$ cat src/rtl/bank_decode_pkg.sv
package bank_decode_pkg;

    localparam int INSN_W   = 32;
    localparam int SYSM_W   = 5;
    localparam int MODE_W   = 5;
    localparam int REGNUM_W = 5;
    localparam int IDX_W    = 4;
    localparam int EL_W     = 2;
    localparam int PAIR_W   = SYSM_W - 2;

    // Bit positions of the fixed 32-bit encoding
    localparam int FX_MARK_BIT  = 9;
    localparam int FX_R_BIT     = 22;
    localparam int FX_HI_BIT    = 8;
    localparam int FX_LO_POS    = 16;
    localparam int FX_WR_BIT    = 21;
    localparam int FX_SRC_POS   = 0;
    localparam int FX_DST_POS   = 12;

    // Bit positions of the mixed 16/32-bit encoding (write form)
    localparam int MX_MARK_BIT  = 5;
    localparam int MX_R_BIT     = 20;
    localparam int MX_HI_BIT    = 4;
    localparam int MX_LO_POS    = 8;
    localparam int MX_SRC_POS   = 16;

    localparam logic [MODE_W-1:0] MODE_USR = 5'h10;
    localparam logic [MODE_W-1:0] MODE_FIQ = 5'h11;
    localparam logic [MODE_W-1:0] MODE_IRQ = 5'h12;
    localparam logic [MODE_W-1:0] MODE_SVC = 5'h13;
    localparam logic [MODE_W-1:0] MODE_MON = 5'h16;
    localparam logic [MODE_W-1:0] MODE_ABT = 5'h17;
    localparam logic [MODE_W-1:0] MODE_HYP = 5'h1A;
    localparam logic [MODE_W-1:0] MODE_UND = 5'h1B;
    localparam logic [MODE_W-1:0] MODE_SYS = 5'h1F;

    localparam logic [REGNUM_W-1:0] REG_SP     = 5'd13;
    localparam logic [REGNUM_W-1:0] REG_LINK   = 5'd14;
    localparam logic [REGNUM_W-1:0] REG_STATUS = 5'd16;
    localparam logic [REGNUM_W-1:0] REG_HLINK  = 5'd17;
    localparam logic [IDX_W-1:0]    IDX_PC     = 4'd15;
    localparam logic [EL_W-1:0]     EL_TOP     = 2'd3;
    localparam logic [EL_W-1:0]     EL_ONE     = 2'd1;

    typedef struct packed {
        logic              banked;
        logic              is_write;
        logic              r_sel;
        logic [SYSM_W-1:0] sysm;
        logic [IDX_W-1:0]  reg_idx;
    } bank_fields_t;

    typedef struct packed {
        logic                ok;
        logic [MODE_W-1:0]   mode;
    } pair_lookup_t;

    typedef struct packed {
        logic                unalloc;
        logic [MODE_W-1:0]   mode;
        logic [REGNUM_W-1:0] regnum;
    } bank_target_t;

    typedef struct packed {
        logic            undef;
        logic [EL_W-1:0] fault_el;
    } bank_verdict_t;

    // Upper half of the selector space: each pair of codes shares one mode
    function automatic pair_lookup_t pair_lookup(input logic [PAIR_W-1:0] pair);
        pair_lookup_t res;
        res.ok   = 1'b1;
        res.mode = MODE_USR;
        case (pair)
            3'd0:    res.mode = MODE_IRQ;
            3'd1:    res.mode = MODE_SVC;
            3'd2:    res.mode = MODE_ABT;
            3'd3:    res.mode = MODE_UND;
            3'd6:    res.mode = MODE_MON;
            3'd7:    res.mode = MODE_HYP;
            default: res.ok   = 1'b0;
        endcase
        return res;
    endfunction

endpackage

$ cat src/rtl/bank_field_extract.sv
module bank_field_extract
    import bank_decode_pkg::*;
(
    input  logic [INSN_W-1:0] insn,
    input  logic              mixed_form,
    output bank_fields_t      fields
);

    bank_fields_t fields_d;

    always_comb begin
        fields_d = '0;
        if (mixed_form) begin
            fields_d.banked   = insn[MX_MARK_BIT];
            fields_d.r_sel    = insn[MX_R_BIT];
            fields_d.sysm     = {insn[MX_HI_BIT], insn[MX_LO_POS +: SYSM_W-1]};
            fields_d.is_write = 1'b1;
            fields_d.reg_idx  = insn[MX_SRC_POS +: IDX_W];
        end else begin
            fields_d.banked   = insn[FX_MARK_BIT];
            fields_d.r_sel    = insn[FX_R_BIT];
            fields_d.sysm     = {insn[FX_HI_BIT], insn[FX_LO_POS +: SYSM_W-1]};
            fields_d.is_write = insn[FX_WR_BIT];
            fields_d.reg_idx  = insn[FX_WR_BIT] ? insn[FX_SRC_POS +: IDX_W]
                                                : insn[FX_DST_POS +: IDX_W];
        end
    end

    assign fields = fields_d;

endmodule

$ cat src/rtl/bank_target_map.sv
module bank_target_map
    import bank_decode_pkg::*;
(
    input  logic              r_sel,
    input  logic [SYSM_W-1:0] sysm,
    output bank_target_t      target
);

    localparam logic [SYSM_W-1:0] SYSM_FIQ_STATUS = 5'h0E;

    bank_target_t target_d;
    pair_lookup_t pair;

    always_comb begin
        pair              = pair_lookup(sysm[SYSM_W-2:1]);
        target_d.unalloc  = 1'b1;
        target_d.mode     = MODE_USR;
        target_d.regnum   = '0;
        if (r_sel) begin
            // saved status registers: even codes only
            if (sysm == SYSM_FIQ_STATUS) begin
                target_d.unalloc = 1'b0;
                target_d.mode    = MODE_FIQ;
                target_d.regnum  = REG_STATUS;
            end else if (sysm[SYSM_W-1] && !sysm[0] && pair.ok) begin
                target_d.unalloc = 1'b0;
                target_d.mode    = pair.mode;
                target_d.regnum  = REG_STATUS;
            end
        end else if (!sysm[SYSM_W-1]) begin
            // lower half: r8..r14 of user or FIQ mode, slot 7 unused
            if (sysm[2:0] != 3'b111) begin
                target_d.unalloc = 1'b0;
                target_d.mode    = sysm[3] ? MODE_FIQ : MODE_USR;
                target_d.regnum  = {2'b01, sysm[2:0]};
            end
        end else if (pair.ok) begin
            target_d.unalloc = 1'b0;
            target_d.mode    = pair.mode;
            if (sysm[0])
                target_d.regnum = REG_SP;
            else if (pair.mode == MODE_HYP)
                target_d.regnum = REG_HLINK;
            else
                target_d.regnum = REG_LINK;
        end
    end

    assign target = target_d;

endmodule

$ cat src/rtl/bank_access_gate.sv
module bank_access_gate
    import bank_decode_pkg::*;
(
    input  bank_target_t      target,
    input  logic [IDX_W-1:0]  reg_idx,
    input  logic              feat_v8,
    input  logic              feat_virt,
    input  logic              feat_secmon,
    input  logic [EL_W-1:0]   cur_el,
    input  logic [EL_W-1:0]   default_el,
    input  logic              nonsecure,
    input  logic              user_mode,
    output bank_verdict_t     verdict
);

    bank_verdict_t verdict_d;
    logic          base_fail;
    logic          mon_tgt;
    logic          hyp_tgt;
    logic          mon_fail;
    logic          mon_trap;
    logic          hyp_fail;

    always_comb begin
        base_fail = !(feat_v8 || feat_virt) || user_mode ||
                    (reg_idx == IDX_PC) || target.unalloc;
        mon_tgt   = !target.unalloc && (target.mode == MODE_MON);
        hyp_tgt   = !target.unalloc && (target.mode == MODE_HYP);
        mon_fail  = mon_tgt && (!feat_secmon || nonsecure);
        mon_trap  = mon_tgt && !mon_fail && (cur_el == EL_ONE);
        hyp_fail  = hyp_tgt && (!feat_virt || (cur_el != EL_TOP));

        verdict_d.undef    = base_fail || mon_fail || mon_trap || hyp_fail;
        verdict_d.fault_el = (!base_fail && mon_trap) ? EL_TOP : default_el;
    end

    assign verdict = verdict_d;

endmodule

$ cat src/rtl/bank_access_decoder.sv
module bank_access_decoder
    import bank_decode_pkg::*;
(
    input  logic [INSN_W-1:0]   insn_word,
    input  logic                mixed_form,
    input  logic                feat_v8,
    input  logic                feat_virt,
    input  logic                feat_secmon,
    input  logic [EL_W-1:0]     cur_el,
    input  logic [EL_W-1:0]     default_el,
    input  logic                nonsecure,
    input  logic                user_mode,
    output logic                banked_form,
    output logic                xfer_write,
    output logic [IDX_W-1:0]    xfer_reg,
    output logic [MODE_W-1:0]   target_mode,
    output logic [REGNUM_W-1:0] target_reg,
    output logic                undef,
    output logic [EL_W-1:0]     fault_el
);

    bank_fields_t  fields;
    bank_target_t  target;
    bank_verdict_t verdict;

    bank_field_extract u_extract (
        .insn       (insn_word),
        .mixed_form (mixed_form),
        .fields     (fields)
    );

    bank_target_map u_map (
        .r_sel  (fields.r_sel),
        .sysm   (fields.sysm),
        .target (target)
    );

    bank_access_gate u_gate (
        .target      (target),
        .reg_idx     (fields.reg_idx),
        .feat_v8     (feat_v8),
        .feat_virt   (feat_virt),
        .feat_secmon (feat_secmon),
        .cur_el      (cur_el),
        .default_el  (default_el),
        .nonsecure   (nonsecure),
        .user_mode   (user_mode),
        .verdict     (verdict)
    );

    assign banked_form = fields.banked;
    assign xfer_write  = fields.is_write;
    assign xfer_reg    = fields.reg_idx;
    assign target_mode = target.mode;
    assign target_reg  = target.regnum;
    assign undef       = verdict.undef;
    assign fault_el    = verdict.fault_el;

endmodule

$ cat config.mk
export PLATFORM = sky130hd
export DESIGN_NAME = bank_access_decoder
export DESIGN_NICKNAME = d
export VERILOG_FILES = /design/src/rtl/bank_decode_pkg.sv /design/src/rtl/bank_field_extract.sv /design/src/rtl/bank_target_map.sv /design/src/rtl/bank_access_gate.sv /design/src/rtl/bank_access_decoder.sv
export SDC_FILE = /design/constraint.sdc
export NUM_CORES = 1
export LEC_CHECK = 0
export BUFFER_PORTS_ARGS = -buffer_cell sky130_fd_sc_hd__buf_2
export CORE_UTILIZATION = 27
export DETAILED_ROUTE_END_ITERATION = 10
export PLACE_DENSITY = 0.74
export SLEW_MARGIN = 20
export SYNTH_ARGS = -nofsm -noshare
export SYNTH_HDL_FRONTEND = slang
export SYNTH_HIERARCHICAL = 1
export SYNTH_SLANG_ARGS = --single-unit
$ cat constraint.sdc
create_clock -name vclk -period 3.52
set_input_delay 0.352 -clock vclk [all_inputs]
set_output_delay 0.352 -clock vclk [all_outputs]
set_load 0.01 [all_outputs]
* After elaboration in Yosys (flattened, before gate mapping)
Cells that the tools add are included.
** Storage, ports and cells
- Register bits :: 0
- Bits in latches :: 0
- Memory bits (writable) :: 0
- ROM bits :: 0
- Input port bits :: 42
- Output and inout bits :: 19
- Logic and storage cells :: 54
- Memories kept :: 0
** Cells by class
- Add/subtract/negate cells :: 0
- Multiply operators :: 0
- Divide/modulo/power cells :: 0
- $lt $le $gt $ge :: 0
- Equal/unequal tests :: 13
- Shift operators :: 0
- Multiplexer cells :: 14
- Bitwise gates (word level) :: 0
- Reductions and logical operators :: 27
** Operators with widths (count)
- 11-bit 2-to-1 mux :: 6
- 4-bit case mux with 6 select lines :: 1
- 5-bit equality test (second input constant) :: 3
- 12-bit 2-to-1 mux :: 1
- 5-bit 2-to-1 mux :: 2
- 1-bit logical AND :: 9
- 1-bit logical OR :: 9
- 1-bit logical NOT :: 7
- 3-bit by 2-bit equality test with 1-bit output (second input constant) :: 2
- 3-bit equality test (second input constant) :: 2
- 6-bit OR reduction :: 1
- 5-bit by 4-bit equality test with 1-bit output (second input constant) :: 1
- 4-bit equality test (second input constant) :: 1
- 4-bit 2-to-1 mux :: 1
- 3-bit by 1-bit equality test with 1-bit output (second input constant) :: 1
- 3-bit logical NOT :: 1
- 3-bit != test (second input constant) :: 1
- 2-bit by 1-bit equality test with 1-bit output (second input constant) :: 1
- 1-bit 2-to-1 mux :: 2
- 2-bit 2-to-1 mux :: 1
- 2-bit != test (second input constant) :: 1

* Longest topological paths before layout
Gate-level depths: netlist (run 1).
- Depth after elaboration :: 18
- Mapped depth :: 11

* Hierarchy
The synthesis (run 1) kept the hierarchy.
** Modules (own cells, without submodules)
- bank_target_map :: instances 1, cells each 48, area an instance 307.8 sq um, sequential area each 0.0 sq um
- bank_field_extract :: instances 1, cells each 23, area an instance 195.2 sq um, sequential area each 0.0 sq um
- bank_access_gate :: instances 1, cells each 15, area an instance 105.1 sq um, sequential area each 0.0 sq um

* Worst setup path before layout (run 1)
Ideal clock, no wire load.
- Path kind :: input -> output
- From :: input port mixed_form
- To :: output port fault_el[0]
- Arrival :: 2.150 ns
- Required time :: 3.168 ns
- Path slack :: 1.018 ns
- Stages :: 11
- Cells stage by stage :: buf_6 buf_8 mux2_4 buf_6 a31oi_1 mux2i_1 a221oi_2 and4bb_1 nand4_1 nor4_2 or2_1
** RTL lines
- start, declared :: RTL line bank_access_decoder.sv:5 : input logic mixed_form,
- end, declared :: RTL line bank_access_decoder.sv:19 : output logic [EL_W-1:0] fault_el

==> results of run 1 <==
kinds of logic (layout without fill, tap and decap cells):
logic type | after synthesis | in the layout | share of synthesized area [%]
and+or+nand+nor | 30 | 30 | 25.93
muxes | 12 | 12 | 21.81
buffers and inverters | 15 | 54 | 19.55
other | 1 | 1 | 0.6167
AOI/OAI and AO/OA | 28 | 28 | 32.10
layout by cell type (no fill, tap or decap), types with 3 or more instances in the layout:
master	n
sky130_fd_sc_hd__buf_2	49
sky130_fd_sc_hd__nand2_1	11
sky130_fd_sc_hd__inv_1	4
sky130_fd_sc_hd__a21oi_1	5
sky130_fd_sc_hd__mux2i_1	5
sky130_fd_sc_hd__or2_1	3
sky130_fd_sc_hd__nor2_1	5
sky130_fd_sc_hd__mux2_2	6
sky130_fd_sc_hd__o21ai_0	7
path summary, 6_finish.rpt:
check	start	endpoint	slack (ps)	cells after the start
worst min-delay path	default_el[0]	fault_el[0]	970	3
worst max-delay path	mixed_form	fault_el[1]	730	9
report_power, final:
group / total, W / internal [W] / switching (W)
clock network: 0 / 0 / 0
logic: 0.000118 / 0.0000527 / 0.0000658
registers: 0 / 0 / 0
total: 0.000118 / 0.0000527 / 0.0000658
cell type report:
class	instances	area, µm²	area share (%)
timing repair buffer	49	245.2	31.16
multi-input combinational	71	489.2	62.16
tap	27	33.78	4.293
inverter	5	18.77	2.385
per-layer routing:
layer / GRT usage [%] / vias up / wire length [µm]
met5: 0 / - / 0
met3: 0.6173 / 0 / 96
met4: 0 / 0 / 0
li1: - / 389 / -
met2: 23.52 / 26 / 853
met1: 18.13 / 332 / 824
worst max-delay path, cell delays in order:
cell and delay, ps:
sky130_fd_sc_hd__buf_2 250, sky130_fd_sc_hd__mux2_2 480, sky130_fd_sc_hd__o21bai_1 220, sky130_fd_sc_hd__a221o_1 330, sky130_fd_sc_hd__and4bb_1 270, sky130_fd_sc_hd__nand4_1 120
sky130_fd_sc_hd__nor4_2 160, sky130_fd_sc_hd__or2_1 130, sky130_fd_sc_hd__buf_2 120
through the flow:
stage	std cells	utilization [%]	setup slack, ps
after floorplan	86	-	1018
after global placement	152	38.54	773.4
after detailed placement	152	38.54	731.9
after CTS	152	38.54	744.4
after global routing	152	38.54	614.9
final	152	38.54	729.8
==> summary.txt, run 1 <==
post-layout net count - 169
startpoint types - input port
category of the worst setup path capture point - output pin
total of warnings raised by yosys - 6
Std-Cell Rows - 16
portion of synthesized cell area occupied by the leading cell type - 11.11%
antenna cell count - 0
number of nets still failing antenna checks after routing - 0
placer's final routability congestion estimate - 0.7211
total power after layout - 0.0001185 W
distinct cell type count of the synthesized netlist - 36
Setup Buffers After CTS - 0
Mapped Avg Cell Area - 7.071 µm²
list of most frequent post-synthesis cells - 11 x sky130_fd_sc_hd__nand2_1, 7 x sky130_fd_sc_hd__o21ai_0, 6 x sky130_fd_sc_hd__buf_6, 6 x sky130_fd_sc_hd__mux2_2
area of the placeable core - 2042 µm²
cell area after placement - 787.0 µm²
Fill cells - 231
width of the die - 49.46 µm
DRC Markers - 0
hold violation count in the final report - 0
routed length per instance - 11.66 µm
largest net degree at the start of global routing - 17
Final HPWL DP - 1437 µm
die area - 2446 µm²
total area of sequential cells - 0 µm²
data arrival time of the critical path - 2440 ps
cell taking the most area after synthesis - sky130_fd_sc_hd__buf_6
initial core utilization - 29.78%
total routing usage reported by global routing - 13.08%
detail-routed via count per cell - 4.914
share of cells above drive strength 1 - 48.80%
Vias - 747
maximum resistive drop on vdd - 0.05720 mV
number of antenna violations at the first check in global routing - 0
Mapped Nets - 128
max-slew violation count - 0
part of the Yosys area used for sequential elements - 0%
Vert. Die Dim - 49.46 µm
ratio of final minimum period to clock period - 79.27%
CP required - 3170 ps
class of the most critical hold timing path - input port to output pin
max-cap check violation count - 0
number of endpoints failing setup at the final stage - 0
outcome - completed
Max Clock Freq - 0.3584 GHz
Finished Cell Area - 787.0 µm²
CP max FO - 16
RSZ-0062 raised after global routing - false
Tmin final - 2790 ps
violation count after the first detailed-route iteration - 10
static leakage power - 0.3994 nW
total I/O pin count - 61
total negative setup slack - 0 ps
via count of the first global-routing pass - 608
areal power density over the cells - 150.5 nW/µm²
leading post-synthesis cells by cell area - sky130_fd_sc_hd__buf_6 11%, sky130_fd_sc_hd__mux2_2 11%, sky130_fd_sc_hd__mux2i_1 8.2%
Routed Wire Length - 1773 µm
Hold Buf Count CTS - 0
Synth Instances - 86
Setup CP Type - input port to output pin
cts repair resizes - 0
cell with the most instances after synthesis - sky130_fd_sc_hd__nand2_1
minimum hold slack - 972.2 ps
gr ovfl total - 0
cell area after synthesis - 608.1 µm²
Layout clock buffers - 0
first-pass GRT wire length - 2704 µm
Port Buf Inserts - 49
relative area change from synthesis to final layout - 29.42%
detailed-router iteration count before antenna repair - 4
number of sequential cells in the layout - 0
Note: power is estimated with default switching activity, not from simulation.
==> run 2: changes to the inputs <==
--- a/config.mk
+++ b/config.mk
@@ -5,10 +5,11 @@
 export SDC_FILE = /design/constraint.sdc
 export NUM_CORES = 1
 export LEC_CHECK = 0
+export ABC_AREA = 1
 export BUFFER_PORTS_ARGS = -buffer_cell sky130_fd_sc_hd__buf_2
 export CORE_UTILIZATION = 27
 export DETAILED_ROUTE_END_ITERATION = 10
-export PLACE_DENSITY = 0.74
+export PLACE_DENSITY = 0.7
 export SLEW_MARGIN = 20
 export SYNTH_ARGS = -nofsm -noshare
 export SYNTH_HDL_FRONTEND = slang
==> constraint.sdc (replaced) <==
create_clock -name vclk -period 2.6
set_input_delay 0.26 -clock vclk [all_inputs]
set_output_delay 0.26 -clock vclk [all_outputs]
set_load 0.01 [all_outputs]
==> run 2 against run 1 <==
Compared with the run above:
- sequential cell count stayed put
- critical path depth up 7
- synthesized area increased by 19%
- power rose by 55%
- cell count rose by 49%
- critical path type unchanged
- critical endpoint is now undef
- largest cell class unchanged
==> summary.txt, run 2 <==
area of the placeable core - 2500 µm² (+22%)
setup slack of the critical path after layout - 320.2 ps (-409.6 ps)
Layout clock buffers - 0 (unchanged)
violation count after the first detailed-route iteration - 16 (+6)
portion of synthesized cell area occupied by the leading cell type - 31.77% (+21 points)
most frequent cells in the layout - 61 x sky130_fd_sc_hd__nand2_1, 49 x sky130_fd_sc_hd__buf_2, 24 x sky130_fd_sc_hd__inv_1
number of nets still failing antenna checks after routing - 0 (unchanged)
post-layout net count - 240 (+42%)
class of the most critical hold timing path - input port to output pin
startpoint types - input port
distinct cell type count of the synthesized netlist - 21 (-42%)
outcome - completed
total of warnings raised by yosys - 6 (unchanged)
Std-Cell Rows - 18 (+2)
static leakage power - 0.6351 nW (+59%)
relative area change from synthesis to final layout - 33.85%
Max Clock Freq - 0.4386 GHz
number of endpoints failing setup at the final stage - 0 (unchanged)
largest net degree at the start of global routing - 13 (-4)
Tmin final - 2280 ps
DRC Markers - 0 (unchanged)
total routing usage reported by global routing - 12.14% (-0.94 points)
hold violation count in the final report - 0 (unchanged)
final design utilization - 38.59% (+0.047 points)
multiplexer fraction of the synthesized cell area - 0% (-22 points)
total I/O pin count - 61 (unchanged)
fin cells - 226 (+49%)
fraction of synthesized cell area in xor and xnor cells - 0% (unchanged)
Synth Instances - 152 (+77%)
cell area after synthesis - 720.7 µm² (+19%)
max-slew violation count - 0 (unchanged)
total negative setup slack - 0 ps (unchanged)
Vert. Die Dim - 53.67 µm (+8.5%)
data arrival time of the critical path - 2020 ps (-420 ps)
minimum hold slack - 783.0 ps (-189.2 ps)
Synth Area in Compound Gates - 6.597% (-26 points)
Vias - 957 (+28%)
number of instances in the placed design - 226 (+49%)
Mapped Avg Cell Area - 4.741 µm² (-33%)
number of antenna violations at the first check in global routing - 0 (unchanged)
total area of sequential cells - 0 µm² (unchanged)
cell with the most instances after synthesis - sky130_fd_sc_hd__nand2_1
areal power density over the cells - 190.0 nW/µm² (+26%)
main combinational cell family by area after synthesis - simple AND/OR/NAND/NOR gates
via count of the first global-routing pass - 731 (+20%)
antenna cell count - 0 (unchanged)
detail-routed via count per cell - 4.235 (-14%)
gr ovfl total - 0 (unchanged)
max-cap check violation count - 0 (unchanged)
ratio of final minimum period to clock period - 87.68%
routed length per instance - 7.686 µm (-34%)
share of cells above drive strength 1 - 37.76% (-11 points)
Worst Setup Slack post-DPL - 136.3 ps (-595.6 ps)
CP required - 2340 ps (-830 ps)
category of the worst setup path capture point - output pin
Routed Wire Length - 1737 µm (-2.0%)
Port Buf Inserts - 49 (unchanged)
number of sequential cells in the layout - 0 (unchanged)
detailed-router iteration count before antenna repair - 4 (unchanged)
cell taking the most area after synthesis - sky130_fd_sc_hd__nand2_1
leading post-synthesis cells by cell area - sky130_fd_sc_hd__nand2_1 32%, sky130_fd_sc_hd__inv_1 13%, sky130_fd_sc_hd__nand3_1 8.3%
Setup CP Type - input port to output pin
post-synthesis share of cell area spent on and, or, nand and nor gates - 70.31% (+44 points)
initial core utilization - 28.83% (-0.95 points)
first-pass GRT wire length - 2787 µm (+3.1%)
list of most frequent post-synthesis cells - 61 x sky130_fd_sc_hd__nand2_1, 24 x sky130_fd_sc_hd__inv_1, 13 x sky130_fd_sc_hd__nor2_1
part of the Yosys area used for sequential elements - 0% (unchanged)
adder-cell area share of the yosys netlist - 0% (unchanged)
Mapped Nets - 194 (+52%)
maximum resistive drop on vdd - 0.09206 mV (+61%)
CP max FO - 12 (-4)
RSZ-0062 raised after global routing - false
width of the die - 53.67 µm (+8.5%)
placer's final routability congestion estimate - 0.8607 (+19%)
most common library cell in the layout ignoring fill and taps - sky130_fd_sc_hd__nand2_1
die area - 2880 µm² (+18%)
Setup Buffers After CTS - 0 (unchanged)
Final HPWL DP - 1551 µm (+8.0%)
[run 2: cell count changes in the layout (fill, tap and decap cells not counted), sizes merged, moves of 3 or more]
cell,before,now
inv,5,30
mux2,7,0
or2,3,0
nor2,5,21
o21ai,8,5
nand3,1,18
a21oi,7,2
mux2i,5,0
nand2,11,64
[run 2: cell families (layout without fill, tap and decap cells)]
| group | count (synthesis) | in the layout |
|---|---|---|
| AND/OR/NAND/NOR | 105 | 105 |
| buffers and inverters | 37 | 81 |
| other | 1 | 1 |
| AO/OA/AOI/OAI | 9 | 9 |
[run 2: what timing repair did]
item	in CTS	in global routing
setup endpoints to repair	0	3
endpoints found under the hold margin	0	0
hold buffers	0	0
gates resized for setup	0	1
[run 2: critical path, stage by stage]
cell                       delay, ps
sky130_fd_sc_hd__buf_2           110
sky130_fd_sc_hd__inv_2           180
sky130_fd_sc_hd__nand2_1          70
sky130_fd_sc_hd__o21ai_1         210
sky130_fd_sc_hd__inv_1           140
sky130_fd_sc_hd__nor2_1          150
sky130_fd_sc_hd__nand3_1         110
sky130_fd_sc_hd__nand3_1          80
sky130_fd_sc_hd__nand2_1         110
sky130_fd_sc_hd__nor2_1          130
sky130_fd_sc_hd__o21ai_1          80
sky130_fd_sc_hd__nor2_2          110
sky130_fd_sc_hd__nand2_1          70
sky130_fd_sc_hd__clkinv_1         40
sky130_fd_sc_hd__nand2_1          40
sky130_fd_sc_hd__buf_2           130
[run 2: where the power goes]
| part | switching (W) | leakage, nW | internal, W |
|---|---|---|---|
| registers | 0 | 0 | 0 |
| logic | 0.000111 | 0.635 | 0.0000723 |
| clock network | 0 | 0 | 0 |
| total | 0.000111 | 0.635 | 0.0000723 |
[run 2: final timing paths]
check	from	to	slack [ps]	cells past startpoint
setup / recovery	mixed_form	undef	320	16
hold / removal	default_el[1]	fault_el[1]	780	4
[run 2: area by class of cell]
cell class,count,area (µm²)
Inverter,31,116.4
Fill cell,293,1535
Tap cell,30,37.54
Multi-Input combinational cell,115,558.0
Timing Repair Buffer,50,252.7
[run 2: layer usage]
layer | wire length (µm) | GRT usage (%) | vias up
li1 | - | - | 540
met1 | 836 | 17.49 | 380
met2 | 773 | 20.78 | 37
met3 | 128 | 0 | 0
met4 | 0 | 0.8772 | 0
met5 | 0 | 0 | -
[run 2: metrics by stage]
stage | power, W | area (µm²)
finish | 0.0001833 | 964.7
global route | 0.0002089 | 964.7
CTS | 0.0001849 | 964.7
detailed placement | 0.0001844 | 964.7
global placement | 0.0001840 | 964.7
floorplan | 0.0001282 | 720.7
==> run 3: changes to the inputs <==
--- a/config.mk
+++ b/config.mk
@@ -7,6 +7,7 @@
 export LEC_CHECK = 0
 export ABC_AREA = 1
 export BUFFER_PORTS_ARGS = -buffer_cell sky130_fd_sc_hd__buf_2
+export CORE_MARGIN = 8
 export CORE_UTILIZATION = 27
 export DETAILED_ROUTE_END_ITERATION = 10
 export PLACE_DENSITY = 0.7
==> run 3 against run 2 <==
Compared with the run above:
- critical path depth is 1 higher
- first-iteration DRC count stayed put
- utilization is 0.45 points higher
==> summary.txt, run 3 (same netlist as run 2, synthesis figures left out) <==
outcome - completed
Fill cells - 281 (-4.1%)
share of cells above drive strength 1 - 38.58% (+0.82 points)
number of sequential cells in the layout - 0 (unchanged)
Setup CP Type - input port to output pin
CP most frequent cell - sky130_fd_sc_hd__nand2_1
share of total power in the clock network - 0% (unchanged)
Tmin final - 2235 ps (-44.65 ps)
destination of the worst hold path - fault_el[1]
number of endpoints failing setup at the final stage - 0 (unchanged)
Worst Min Path Start - default_el[1]
area of the placeable core - 2500 µm² (unchanged)
number of antenna violations at the first check in global routing - 0 (unchanged)
DRC Markers - 0 (unchanged)
cell area after placement - 972.2 µm² (+0.78%)
switching part of the total power - 60.50% (-0.068 points)
total negative setup slack - 0 ps (unchanged)
total routing usage reported by global routing - 9.218% (-2.9 points)
max-cap check violation count - 0 (unchanged)
initial core utilization - 28.83% (unchanged)
worst hold stages - 4 (unchanged)
Comb pwr share - 100.0% (about the same)
total area of sequential cells - 0 µm² (unchanged)
Final HPWL DP - 1931 µm (+24%)
max-slew violation count - 0 (unchanged)
startpoint types - input port
Routed Wire Length - 2107 µm (+21%)
relative area change from synthesis to final layout - 35.42%
kind of cell adding the most delay to the critical path - simple AND/OR/NAND/NOR gates
internal cell power - 0.00007370 W (+2.0%)
most common library cell in the layout ignoring fill and taps - sky130_fd_sc_hd__nand2_1
RSZ-0062 raised after global routing - false
combined buffer and inverter count along the critical path - 6 (+1)
data arrival time of the critical path - 1980 ps (-40 ps)
first-pass GRT wire length - 3622 µm (+30%)
class of the most critical hold timing path - input port to output pin
hold violation count in the final report - 0 (unchanged)
largest net degree at the start of global routing - 12 (-1)
antenna cell count - 0 (unchanged)
Switching Power - 0.0001129 W (+1.7%)
post-layout net count - 241 (+0.42%)
Seq pwr share - 0% (unchanged)
CP required - 2340 ps (about the same)
detail-routed via count per cell - 4.357 (+2.9%)
areal power density over the cells - 191.2 nW/µm² (+0.64%)
detailed-router iteration count before antenna repair - 6 (+2)
total I/O pin count - 61 (unchanged)
Setup Buffers After CTS - 0 (unchanged)
Vias - 989 (+3.3%)
gr ovfl total - 0 (unchanged)
CP max FO - 8 (-4)
static leakage power - 0.6413 nW (+0.97%)
number of nets still failing antenna checks after routing - 0 (unchanged)
placer's final routability congestion estimate - 0.8575 (-0.37%)
routed length per instance - 9.282 µm (+21%)
die area - 4579 µm² (+59%)
via count of the first global-routing pass - 955 (+31%)
maximum resistive drop on vdd - 0.08327 mV (-9.5%)
Finished Cell Area - 975.9 µm² (+1.2%)
width of the die - 67.67 µm (+26%)
violation count after the first detailed-route iteration - 16 (unchanged)
ratio of final minimum period to clock period - 85.97% (-1.7 points)
Std-Cell Rows - 18 (unchanged)
Vert. Die Dim - 67.67 µm (+26%)
Max Clock Freq - 0.4474 GHz (+2.0%)
cell type of the slowest stage on the worst timing path - sky130_fd_sc_hd__buf_4
Port Buf Inserts - 49 (unchanged)
category of the worst setup path capture point - output pin
cells traversed along the worst timing path - buf_2, inv_2, buf_4, nand2_1, o21ai_2, inv_1, nor2_1, nand3_1, nand3_1, nand2_1, nor2_1, o21ai_1, nor2_2, nand2_1, clkinv_1, nand2_1, buf_2
max incr delay on CP - 170 ps (-40 ps)
Layout clock buffers - 0 (unchanged)
most frequent cells in the layout - 61 x sky130_fd_sc_hd__nand2_1, 49 x sky130_fd_sc_hd__buf_2, 24 x sky130_fd_sc_hd__inv_1
[run 3: cell count changes in the layout (fill, tap and decap cells not counted), sizes merged]
cell | previous run | this run
buf | 50 | 51
[run 3: final cells by class]
type	instances	area (µm²)	area share [%]
timing repair buffer	51	260.3	26.67
multi-input combinational	115	561.8	57.56
inverter	31	116.4	11.92
tap	30	37.54	3.846
[run 3: per-layer routing]
metal | part of all wire [%] | track usage (%) | wire, µm
met5 | 0 | 0 | 0
met1 | 41 | 10.71 | 855
met4 | 0 | 0.2611 | 0
met2 | 46 | 15.98 | 973
met3 | 13 | 4.139 | 278
[run 3: stage by stage]
stage	hold slack (ps)	util, %	std cells	power (W)	setup WS, ps
detailed placement	788.8	38.89	227	0.0001881	198.4
global placement	785.9	38.89	227	0.0001873	223.7
finish	783.8	39.04	227	0.0001866	364.9
floorplan	628.6	-	152	0.0001282	712.0
CTS	790.6	38.89	227	0.0001885	194.2
global route	812.7	39.04	227	0.0002142	36.42
[run 3: worst min-delay path, cell delays in order]
cell,delay [ps]
sky130_fd_sc_hd__buf_2,70
sky130_fd_sc_hd__inv_1,30
sky130_fd_sc_hd__nand2_1,50
sky130_fd_sc_hd__buf_2,120
[run 3: power by group through the flow]
stage	logic, W	registers [W]	clock network, W
global route	0.000214	0	0
floorplan	0.000128	0	0
global placement	0.000187	0	0
finish	0.000187	0	0
detailed placement	0.000188	0	0
CTS	0.000189	0	0
[run 3: worst max path at each step]
stage	startpoint	end	slack, ps	cells after the start
floorplan	mixed_form	fault_el[0]	710	14
global placement	mixed_form	undef	220	17
detailed placement	mixed_form	undef	200	17
CTS	mixed_form	undef	190	17
global route	mixed_form	undef	40	17
finish	mixed_form	undef	360	17
[run 3: what timing repair did]
item / CTS / global route
hold buffers: 0 / 0
endpoints found under the setup margin: 0 / 3
gates resized for setup: 0 / 2
